==> src/rtl/prio_pkg.sv <==
// Package: shared command codes for the rotating priority resolver.
// Assumes the command code field is three bits wide.
package prio_pkg;

    typedef enum logic [2:0] {
        CMD_NOP          = 3'd0,
        CMD_EOI          = 3'd1,
        CMD_ROT_EOI      = 3'd2,
        CMD_SPEC_EOI     = 3'd3,
        CMD_ROT_SPEC_EOI = 3'd4,
        CMD_SET_BASE     = 3'd5
    } cmd_e;

endpackage

==> src/rtl/prio_find.sv <==
// Module: prio_find
// Finds the set bit of lowest rank in a vector, where rank is the distance
// from a rotation base counted upward modulo N.
// Assumes N is a power of two, so the index wraps by plain truncation.
module prio_find #(
    parameter int N = 8,
    parameter int W = $clog2(N)
) (
    input  logic [N-1:0] vec,
    input  logic [W-1:0] base,
    output logic         hit,
    output logic [W-1:0] rank,
    output logic [W-1:0] line
);

    logic [N-1:0] rot;

    // Rotate the vector so that the base line lands at position 0.
    for (genvar g = 0; g < N; g++) begin : g_rot
        logic [W-1:0] src;
        assign src    = W'(g) + base;
        assign rot[g] = vec[src];
    end

    // Pick the lowest set position of the rotated vector.
    always_comb begin
        hit  = 1'b0;
        rank = '0;
        for (int i = N - 1; i >= 0; i--) begin
            if (rot[i]) begin
                hit  = 1'b1;
                rank = W'(i);
            end
        end
    end

    // Map the winning rank back to an absolute line number.
    assign line = rank + base;

endmodule

==> src/rtl/isr_ctrl.sv <==
// Module: isr_ctrl
// Holds the in-service register and the rotation base and applies
// acknowledges and end-of-interrupt / priority commands to them.
// Assumes the caller has already qualified the acknowledge: ack_take is high
// only when an interrupt is presented and no command shares the cycle.
module isr_ctrl
    import prio_pkg::*;
#(
    parameter int N = 8,
    parameter int W = $clog2(N)
) (
    input  logic         clk,
    input  logic         rst_n,
    input  logic         ack_take,
    input  logic [W-1:0] ack_line,
    input  logic         aeoi,
    input  logic         rot_aeoi,
    input  logic         cmd_valid,
    input  logic [2:0]   cmd_op,
    input  logic [W-1:0] cmd_line,
    input  logic         top_hit,
    input  logic [W-1:0] top_line,
    output logic [N-1:0] isr_q,
    output logic [W-1:0] base_q
);

    logic [N-1:0] isr_d;
    logic [W-1:0] base_d;

    // Next-state of in-service bits and base; commands win over acknowledge.
    always_comb begin
        isr_d  = isr_q;
        base_d = base_q;
        if (cmd_valid) begin
            case (cmd_e'(cmd_op))
                CMD_EOI: begin
                    if (top_hit) isr_d[top_line] = 1'b0;
                end
                CMD_ROT_EOI: begin
                    if (top_hit) begin
                        isr_d[top_line] = 1'b0;
                        base_d          = top_line + W'(1);
                    end
                end
                CMD_SPEC_EOI: begin
                    isr_d[cmd_line] = 1'b0;
                end
                CMD_ROT_SPEC_EOI: begin
                    isr_d[cmd_line] = 1'b0;
                    base_d          = cmd_line + W'(1);
                end
                CMD_SET_BASE: begin
                    base_d = cmd_line + W'(1);
                end
                default: ;
            endcase
        end else if (ack_take) begin
            if (!aeoi)         isr_d[ack_line] = 1'b1;
            else if (rot_aeoi) base_d          = ack_line + W'(1);
        end
    end

    // State register with synchronous active-low reset.
    always_ff @(posedge clk) begin
        if (!rst_n) begin
            isr_q  <= '0;
            base_q <= '0;
        end else begin
            isr_q  <= isr_d;
            base_q <= base_d;
        end
    end

endmodule

==> src/rtl/prio_resolver_top.sv <==
// Module: prio_resolver_top
// Rotating priority interrupt resolver with in-service tracking. Three
// rank finders share the rotation base: one for pending unmasked requests,
// one for the in-service bits that count for blocking, one for the raw
// in-service register (used by nonspecific end-of-interrupt).
// Assumes the request vector is already latched by the surrounding logic.
module prio_resolver_top #(
    parameter int N       = 8,
    parameter int CASCADE = 2,
    parameter bit PRIMARY = 1'b1,
    localparam int W      = $clog2(N)
) (
    input  logic         clk,
    input  logic         rst_n,
    input  logic [N-1:0] req_i,
    input  logic [N-1:0] mask_i,
    input  logic         smm_i,
    input  logic         sfnm_i,
    input  logic         aeoi_i,
    input  logic         rot_aeoi_i,
    input  logic         ack_i,
    input  logic         cmd_valid_i,
    input  logic [2:0]   cmd_op_i,
    input  logic [W-1:0] cmd_line_i,
    output logic         irq_o,
    output logic [W-1:0] line_o,
    output logic [N-1:0] isr_o
);

    logic [N-1:0] isr_q;
    logic [W-1:0] base_q;
    logic [N-1:0] cascade_ex;
    logic [N-1:0] svc_vec;
    logic         pend_hit, svc_hit, top_hit;
    logic [W-1:0] pend_rank, svc_rank, top_rank;
    logic [W-1:0] pend_line, svc_line, top_line;
    logic         ack_take;

    // Cascade exclusion exists only on a primary instance.
    if (PRIMARY) begin : g_primary
        assign cascade_ex = sfnm_i ? (N'(1) << CASCADE) : '0;
    end else begin : g_secondary
        assign cascade_ex = '0;
    end

    // In-service bits that count for blocking new requests.
    assign svc_vec = isr_q & ~(smm_i ? mask_i : '0) & ~cascade_ex;

    prio_find #(.N(N), .W(W)) u_pend (
        .vec(req_i & ~mask_i), .base(base_q),
        .hit(pend_hit), .rank(pend_rank), .line(pend_line)
    );

    prio_find #(.N(N), .W(W)) u_svc (
        .vec(svc_vec), .base(base_q),
        .hit(svc_hit), .rank(svc_rank), .line(svc_line)
    );

    prio_find #(.N(N), .W(W)) u_top (
        .vec(isr_q), .base(base_q),
        .hit(top_hit), .rank(top_rank), .line(top_line)
    );

    // Interrupt only when the request strictly beats the current service.
    assign irq_o    = pend_hit && (!svc_hit || (pend_rank < svc_rank));
    assign line_o   = pend_line;
    assign ack_take = ack_i && irq_o && !cmd_valid_i;
    assign isr_o    = isr_q;

    isr_ctrl #(.N(N), .W(W)) u_isr (
        .clk(clk), .rst_n(rst_n),
        .ack_take(ack_take), .ack_line(pend_line),
        .aeoi(aeoi_i), .rot_aeoi(rot_aeoi_i),
        .cmd_valid(cmd_valid_i), .cmd_op(cmd_op_i), .cmd_line(cmd_line_i),
        .top_hit(top_hit), .top_line(top_line),
        .isr_q(isr_q), .base_q(base_q)
    );

    // Debug-only view of ranks kept out of the outputs.
    logic unused_ok;
    assign unused_ok = ^{top_rank, svc_line};

endmodule

==> config.mk <==
export PLATFORM = sky130hd
export DESIGN_NAME = prio_resolver_top
export DESIGN_NICKNAME = d
export VERILOG_FILES = /design/src/rtl/prio_pkg.sv /design/src/rtl/prio_find.sv /design/src/rtl/isr_ctrl.sv /design/src/rtl/prio_resolver_top.sv
export SDC_FILE = /design/constraint.sdc
export NUM_CORES = 1
export LEC_CHECK = 0
export BUFFER_PORTS_ARGS = -buffer_cell sky130_fd_sc_hd__buf_2
export CORE_ASPECT_RATIO = 2
export CORE_MARGIN = 2
export CORE_UTILIZATION = 60
export CTS_CLUSTER_DIAMETER = 150
export DETAILED_ROUTE_END_ITERATION = 16
export GPL_TIMING_DRIVEN = 0
export HOLD_SLACK_MARGIN = 0.05
export PLACE_DENSITY_LB_ADDON = 0.25
export SETUP_SLACK_MARGIN = 0.2
export SLEW_MARGIN = 20
export SYNTH_ARGS = -nofsm -noshare
export SYNTH_HDL_FRONTEND = slang
export SYNTH_HIERARCHICAL = 1
export SYNTH_SLANG_ARGS = --single-unit
==> constraint.sdc <==
create_clock -name clk -period 16.9 [get_ports clk]
set_input_delay 5.07 -clock clk [delete_from_list [all_inputs] [get_ports clk]]
set_output_delay 5.07 -clock clk [all_outputs]
set_load 0.01 [all_outputs]
# Word-level counts from Yosys, hierarchy flattened

Index checks and enable logic that the tools add are counted.

Add/subtract/negate cells: 12
Order comparisons: 15
Eq/ne operators: 10
Muxes and demuxes: 115
Bitwise operators: 11
Reductions and logical operators: 17

Operator list:

| operator              | count |
|---|---|
| $mux W3               | 30 |
| $bmux W1 S3           | 24 |
| $mux W1               | 51 |
| $lt A3 B4 Y1 const B  | 11 |
| $and A8 B8 Y8         | 5 |
| $mux W8               | 5 |
| $not A8 Y8            | 4 |
| $pmux W8 S2           | 1 |
| $add A3 B3 Y3 const A | 4 |
| $add A3 B1 Y3 const B | 3 |
| $demux W1 S3          | 3 |
| $ge A3 B1 Y1 const B  | 3 |
| $not A3 Y8            | 1 |
| $or A8 B8 Y8          | 1 |
| $add A2 B3 Y3 const A | 2 |
| $add A3 B3 Y3         | 2 |
| $eq A3 B2 Y1 const B  | 2 |
| $eq A3 B3 Y1 const B  | 2 |
| $logic_and A1 B1 Y1   | 6 |
| $ne A3 B2 Y1 const B  | 2 |
| $ne A3 B3 Y1 const B  | 2 |
| $pmux W3 S2           | 1 |
| $reduce_bool A2 Y1    | 3 |
| $reduce_or A2 Y1      | 3 |
| other kinds (8)       | 9 |

Bits in registers: 11
Output and inout port bits: 12
Logic and storage cells: 182

# Logic depth before layout (Yosys ltp)

Gate-level depths: netlist of run 1.

Word-level depth: 21
Gate-level depth with buffers: 20
Mapped depth without buffers: 17

# Hierarchy

The synthesis of run 1 kept the hierarchy.

By module, submodules not included:

| module            | instances | cells each | area an instance (um2) | sequential area each (um2) |
|---|---|---|---|---|
| prio_find         | 3         | 73         | 643.1                  | 0.0 |
| isr_ctrl          | 1         | 101        | 839.6                  | 220.2 |
| prio_resolver_top | 1         | 30         | 210.2                  | 0.0 |

# Worst setup path after synthesis of run 1

Ideal clock, no wire load.

Kind: input to output
Start: in smm_i
End: out irq_o
Arrival time: 7.262 ns
Required time: 11.830 ns
Slack: 4.568 ns
Stages on the path: 12
Cells stage by stage: a21boi_0 -> mux2_4 -> mux4_2 -> or2_0 -> buf_2 -> a311o_1 -> a21oi_1 -> inv_1 -> ha_1 -> o21ai_1 -> nand2_1 -> nand2_1

Longest elaborated chain between the ends: 17

Ends and longest elaborated chain:

| element                       | RTL line                | source |
|---|---|---|
| from (decl)                   | prio_resolver_top.sv:17 | `input logic smm_i,` |
| $mux W8 *                     | prio_resolver_top.sv:47 | `assign svc_vec = isr_q & ~(smm_i ? mask_i : '0) & ~cascade_ex;` |
| $not A8 Y8 *                  | prio_resolver_top.sv:47 |  |
| $and A8 B8 Y8 * (2 in a row)  | prio_resolver_top.sv:47 |  |
| $bmux W1 S3                   | prio_find.sv:22         | `assign rot[g] = vec[src];` |
| $mux W1 (implied by the code) | prio_find.sv:22         |  |
| $mux W3 (7 in a row)          | prio_find.sv:30         | `if (rot[i]) begin` |
| $mux W3 *                     | prio_find.sv:30         |  |
| named net svc_rank[2]         | prio_resolver_top.sv:35 | `logic [W-1:0] pend_rank, svc_rank, top_rank;` |
| $lt A3 B3 Y1 *                | prio_resolver_top.sv:65 | `assign irq_o = pend_hit && (!svc_hit \|\| (pend_rank < svc_rank));` |
| $logic_or A1 B1 Y1 *          | prio_resolver_top.sv:65 |  |
| $logic_and A1 B1 Y1 *         | prio_resolver_top.sv:65 |  |
| to (decl)                     | prio_resolver_top.sv:25 | `output logic irq_o,` |

The timed path passes the listed nets; every way through them passes the cells marked *. The select of a mux whose other input is x is not followed.

# Final worst setup path of run 1

Start: in smm_i
End: out irq_o

Longest elaborated chain between the ends: 17

Ends and longest elaborated chain:

| element                       | RTL line                | source |
|---|---|---|
| $mux W8 *                     | prio_resolver_top.sv:47 |  |
| $not A8 Y8 *                  | prio_resolver_top.sv:47 |  |
| $and A8 B8 Y8 * (2 in a row)  | prio_resolver_top.sv:47 |  |
| named net svc_vec[5]          | prio_resolver_top.sv:33 | `logic [N-1:0] svc_vec;` |
| $bmux W1 S3                   | prio_find.sv:22         |  |
| $mux W1 (implied by the code) | prio_find.sv:22         |  |
| $mux W3 (7 in a row)          | prio_find.sv:30         |  |
| $mux W3 *                     | prio_find.sv:30         |  |
| named net svc_rank[2]         | prio_resolver_top.sv:35 |  |
| $lt A3 B3 Y1 *                | prio_resolver_top.sv:65 |  |
| $logic_or A1 B1 Y1 *          | prio_resolver_top.sv:65 |  |
| $logic_and A1 B1 Y1 *         | prio_resolver_top.sv:65 |  |

Marked as above.

==> flow_summary.ini, run 1 <==
[outcome]
outcome = finished clean

[power_and_ir_drop]
p_sw_uw = 250.2
p_int_uw = 217.4
power_leakage_uw = 0.001343
vdd_drop_max_v = 0.0001013
clkPwrFrac = 0.055
finalPower_uw = 467.6
p_seq_frac = 0.090
comb_power_share = 0.855
cellPowerDensity_nw_per_um2 = 147.5
switching_share = 0.5351

[final_layout]
final_cells = 435
nNetsFinal = 424
final_area_um2 = 3171
syn2layout_area_growth_pct = 10.65
drive_above_1_share = 0.2579
mostFrequentLayoutCells = 50 x buf_2, 50 x mux2i_1, 23 x nand2_1
fillCellCount = 416
diodes = 0
fin_util = 0.6895

[place]
dp.cells = 431
portBuffers = 38
gp_congestion = 0.9176
place_area_um2 = 3124
dp_hpwl_um = 6257

[grt]
grt_pass1_vias = 2741
grt_pass1_wl_um = 12370
grt_use_total = 0.3006
antenna_found_initial = 0
grt_overflow = 0
grt_max_degree = 16

[floorplanning]
io_pins = 42
die_w_um = 52.87
core-area_um2 = 4598
dieArea_um2 = 5378
rows = 35
die_y_um = 101.7
start_util = 0.6231

[timing]
min_period_over_period = 0.7624
fmax_mhz = 77.61
finalSetupViolCount = 0
finClkSkew_ns = 0.002601
maxSlewHeadroom = 0.4848
fin_setup_tns_ns = 0
fin_crit_ns = 12.89
finalHoldViolCount = 0
drv_slew = 0
rsz0062_at_grt = false
tightest_slew_ns = 0.7718

[hold_path]
min_path_type = flip-flop to flip-flop

[setup_path]
path_class = input pin to primary output
crit_fanout = 8
critPathCaptureType = primary output
worstPathArrival_ns = 7.82
cpMostUsedCell = buf_2
startpoint_type = input pin
required_ns = 11.83
path_cells = buf_2 -> a21boi_0 -> mux2_4 -> mux4_2 -> or2_0 -> buf_2 -> a311o_1 -> a21oi_1 -> inv_1 -> ha_1 -> o21ai_1 -> nand2_1 -> nand2_1 -> buf_2
critical-path-slowest-cell = mux4_2
slowest_delay_ns = 0.45

[detailed_routing]
wire_per_inst_um = 17.72
dr.pass1.iters = 4
drtAntennaViolNets = 0
num_vias = 2859
routed_wl_um = 7707
drt-initial-drc-count = 127
viasPerCell = 6.572
drc = 0

[clock_tree]
ctsHoldBuffers = 0
htreeDepth = 1
cts.sinks = 11
clockBufferDepth = 2
cts_resized = 0
postCtsSetupBuffers = 0
path_clk_slew_ns = 0.05
cts_tree = yes
insertion_delay_ns = 0.24
cts_buffers = 3
cts-root-buf = clkbuf_8

[run]
cap_violations = 0

[logic_synthesis]
synth_area_um2 = 2865
syn_inst = 338
synth_nets = 381
yosysWarnings = 6
avgSynthCellArea_um2 = 8.477
-- worst max-delay path, delay by kind of cell --
family	cells	cell delay (ns)
fa+ha+maj	1	0.27
compound gates	4	0.80
mux	2	0.77
simple gates	3	0.43
buf+inv	4	0.48
-- metrics by stage --
step | setup slack (ns) | hold WS, ns
after global routing | 3.903 | 0.6575
after CTS | 4.043 | 0.6078
after floorplan | 4.582 | 0.5105
final | 4.015 | 0.6070
after global placement | 4.128 | 0.5803
after detailed placement | 4.052 | 0.5883
-- worst paths after layout --
kind	to	cells past startpoint	startpoint	slack, ns
setup / recovery	irq_o	14	smm_i	4.01
setup reg to reg	u_isr/isr_q[0]	18	u_isr/base_q[0]	11.53
hold / removal	u_isr/base_q[2]	2	u_isr/base_q[2]	0.61
hold reg to reg	u_isr/base_q[2]	2	u_isr/base_q[2]	0.61
-- power by group through the flow --
stage          combinational [uW]  clock, uW  sequential, uW
2_1_floorplan                 313          0            37.7
3_3_place_gp                  384          0            42.0
3_5_place_dp                  394          0            42.3
4_1_cts                       396       26.1            41.9
5_1_grt                       436       28.2            42.9
6_report                      400       25.9            41.9
-- area by class of cell --
cell class / count / area (um2) / share of cell area
plain buffers: 25 / 138.9 / 0.04380
well taps: 55 / 68.82 / 0.02170
multi-input cells: 282 / 2431 / 0.7668
inverters: 20 / 75.07 / 0.02368
clock inverters: 1 / 5.005 / 0.001579
flip-flops and latches: 11 / 220.2 / 0.06946
clock buffers: 3 / 41.29 / 0.01302
repair buffers: 38 / 190.2 / 0.05998
-- metal layers --
layer,up-vias,track usage,wire (um)
met3,27,0.02065,302
met1,1366,0.3140,2920
met4,0,0.1558,297
met2,102,0.5673,4186
li1,1364,-,-
met5,-,0,0
-- registers in the layout, summed over array words and instances (netlist names) --
| name | cells |
|---|---|
| u_isr/base_q | 3 |
| u_isr/isr_q | 8 |
No activity file was read; power rests on OpenSTA's default activity.
==> run 2, diff against run 1 <==
--- a/config.mk
+++ b/config.mk
@@ -5,10 +5,11 @@
 export SDC_FILE = /design/constraint.sdc
 export NUM_CORES = 1
 export LEC_CHECK = 0
+export ABC_AREA = 1
 export BUFFER_PORTS_ARGS = -buffer_cell sky130_fd_sc_hd__buf_2
 export CORE_ASPECT_RATIO = 2
 export CORE_MARGIN = 2
-export CORE_UTILIZATION = 60
+export CORE_UTILIZATION = 59
 export CTS_CLUSTER_DIAMETER = 150
 export DETAILED_ROUTE_END_ITERATION = 16
 export GPL_TIMING_DRIVEN = 0
==> constraint.sdc (replaced) <==
create_clock -name clk -period 13.5 [get_ports clk]
set_input_delay 4.05 -clock clk [delete_from_list [all_inputs] [get_ports clk]]
set_output_delay 4.05 -clock clk [all_outputs]
set_load 0.01 [all_outputs]
==> flow_summary.ini, run 2 <==
[outcome]
outcome = finished clean

[timing]
maxSlewHeadroom = 0.3240
rsz0062_at_grt = false
drv_slew = 0
tightest_slew_ns = 1.013
fin_setup_tns_ns = 0
finalSetupViolCount = 0
finClkSkew_ns = 0.002835
postLayoutSetupSlackWorst_ns = 2.956
fin_crit_ns = 10.54
fmax_mhz = 94.84
finalHoldViolCount = 0
min_period_over_period = 0.7810

[place]
gp_congestion = 0.9023
dp_hpwl_um = 6732
pre_cts_ws_ns = 3.023
portBuffers = 39

[clock_tree]
ctsHoldBuffers = 0
cts_buffers = 3
cts.sinks = 11
clockBufferDepth = 2
cts-root-buf = clkbuf_8
htreeDepth = 1
cts_resized = 0
cts_tree = yes
insertion_delay_ns = 0.24
postCtsSetupBuffers = 0
path_clk_slew_ns = 0.05

[detailed_routing]
drtAntennaViolNets = 0
drt-initial-drc-count = 110
num_vias = 3467
routed_wl_um = 8035
wire_per_inst_um = 12.65
viasPerCell = 5.460
dr.pass1.iters = 4
drc = 0

[logic_synthesis]
syn_inst = 537
synth_area_um2 = 2841
avgSynthCellArea_um2 = 5.291
synth_nets = 580
yosysWarnings = 6

[setup_path]
required_ns = 9.45
path_class = input pin to primary output
rr_worst_depth = 23
critical-path-slowest-cell = fa_1
r2r-start = u_isr/base_q[1]
path_cells = buf_2 -> nor2_1 -> nand2_1 -> nand3_1 -> nand2_1 -> nand2_2 -> nand2_1 -> nand2_1 -> nand2_1 -> nand2_1 -> nand2_1 -> nand2_1 -> a21oi_1 -> ha_1 -> fa_1 -> xor2_1 -> xnor2_2 -> buf_2
crit_start = mask_i[1]
path_buf_inv = 2
critical-path-top-delay-family = simple AND/OR/NAND/NOR gates
critPathCaptureType = primary output
slowest_delay_ns = 0.37
crit_fanout = 4
startpoint_type = input pin
cp.depth = 18
worstPathArrival_ns = 6.49
cpMostUsedCell = nand2_1

[hold_path]
hold_path.startpoint = u_isr/isr_q[0]
min_path_type = flip-flop to flip-flop
hold_path_depth = 4

[final_layout]
reg.largest.list = u_isr/isr_q x8, u_isr/base_q x3
multiInputGateArea_um2 = 2215
layout_commonest_cell = nand2_1
top_register = u_isr/isr_q
mostFrequentLayoutCells = 197 x nand2_1, 80 x nand3_1, 67 x inv_1
diodes = 0
fin_util = 0.6790
largest_reg_flops = 8
syn2layout_area_growth_pct = 10.92
ff_latch_area_um2 = 220.2
drive_above_1_share = 0.2103
fillCellCount = 484
nNetsFinal = 624

[floorplanning]
core-area_um2 = 4642
io_pins = 42
die_y_um = 102.1
dieArea_um2 = 5421
rows = 35
start_util = 0.6121
die_w_um = 53.07

[run]
cap_violations = 0

[grt]
grt_max_degree = 25
grt_pass1_wl_um = 13250
grt_overflow = 0
grt_pass1_vias = 3270
grt_use_total = 0.3197
antenna_found_initial = 0
==> run 2: cell type report <==
| type | count | area share |
|---|---|---|
| Tap cell | 55 | 0.02183 |
| Timing Repair Buffer | 39 | 0.06193 |
| Clock buffer | 3 | 0.01310 |
| Buffer | 9 | 0.02541 |
| Sequential cell | 11 | 0.06987 |
| Inverter | 81 | 0.1036 |
| Multi-Input combinational cell | 436 | 0.7027 |
| Clock inverter | 1 | 0.001588 |
==> run 2: per-stage QoR <==
step           instances  area, um2  hold slack [ns]
3_3_place_gp         631       3105           0.5590
3_5_place_dp         631       3105           0.5687
5_1_grt              635       3152           0.6188
6_report             635       3152           0.5831
2_1_floorplan        537       2841           0.5678
4_1_cts              635       3152           0.5793
==> run 2: worst paths after layout <==
check | end | slack [ns]
max reg2reg | u_isr/isr_q[7] | 9.18
min | u_isr/isr_q[0] | 0.58
min reg2reg | u_isr/isr_q[0] | 0.58
max | line_o[2] | 2.96
==> run 2: worst min-delay path: stages, from the launching register on <==
cell and delay [ns]:
dfxtp_1 0.35, inv_1 0.07, nand2_1 0.05, inv_1 0.04, nor2_1 0.03
==> run 2: routing by layer <==
| layer | vias up | track usage | share of wire |
|---|---|---|---|
| met2 | 110 | 0.6154 | 0.54 |
| li1 | 1754 | - | - |
| met4 | 0 | 0.2485 | 0.082 |
| met1 | 1557 | 0.2790 | 0.35 |
| met5 | - | 0 | 0 |
| met3 | 46 | 0.03363 | 0.031 |
Power of run 2 is left out: the tool's default activity adds up to more than one toggle a clock period on the data nets, which glitch-free logic cannot reach.
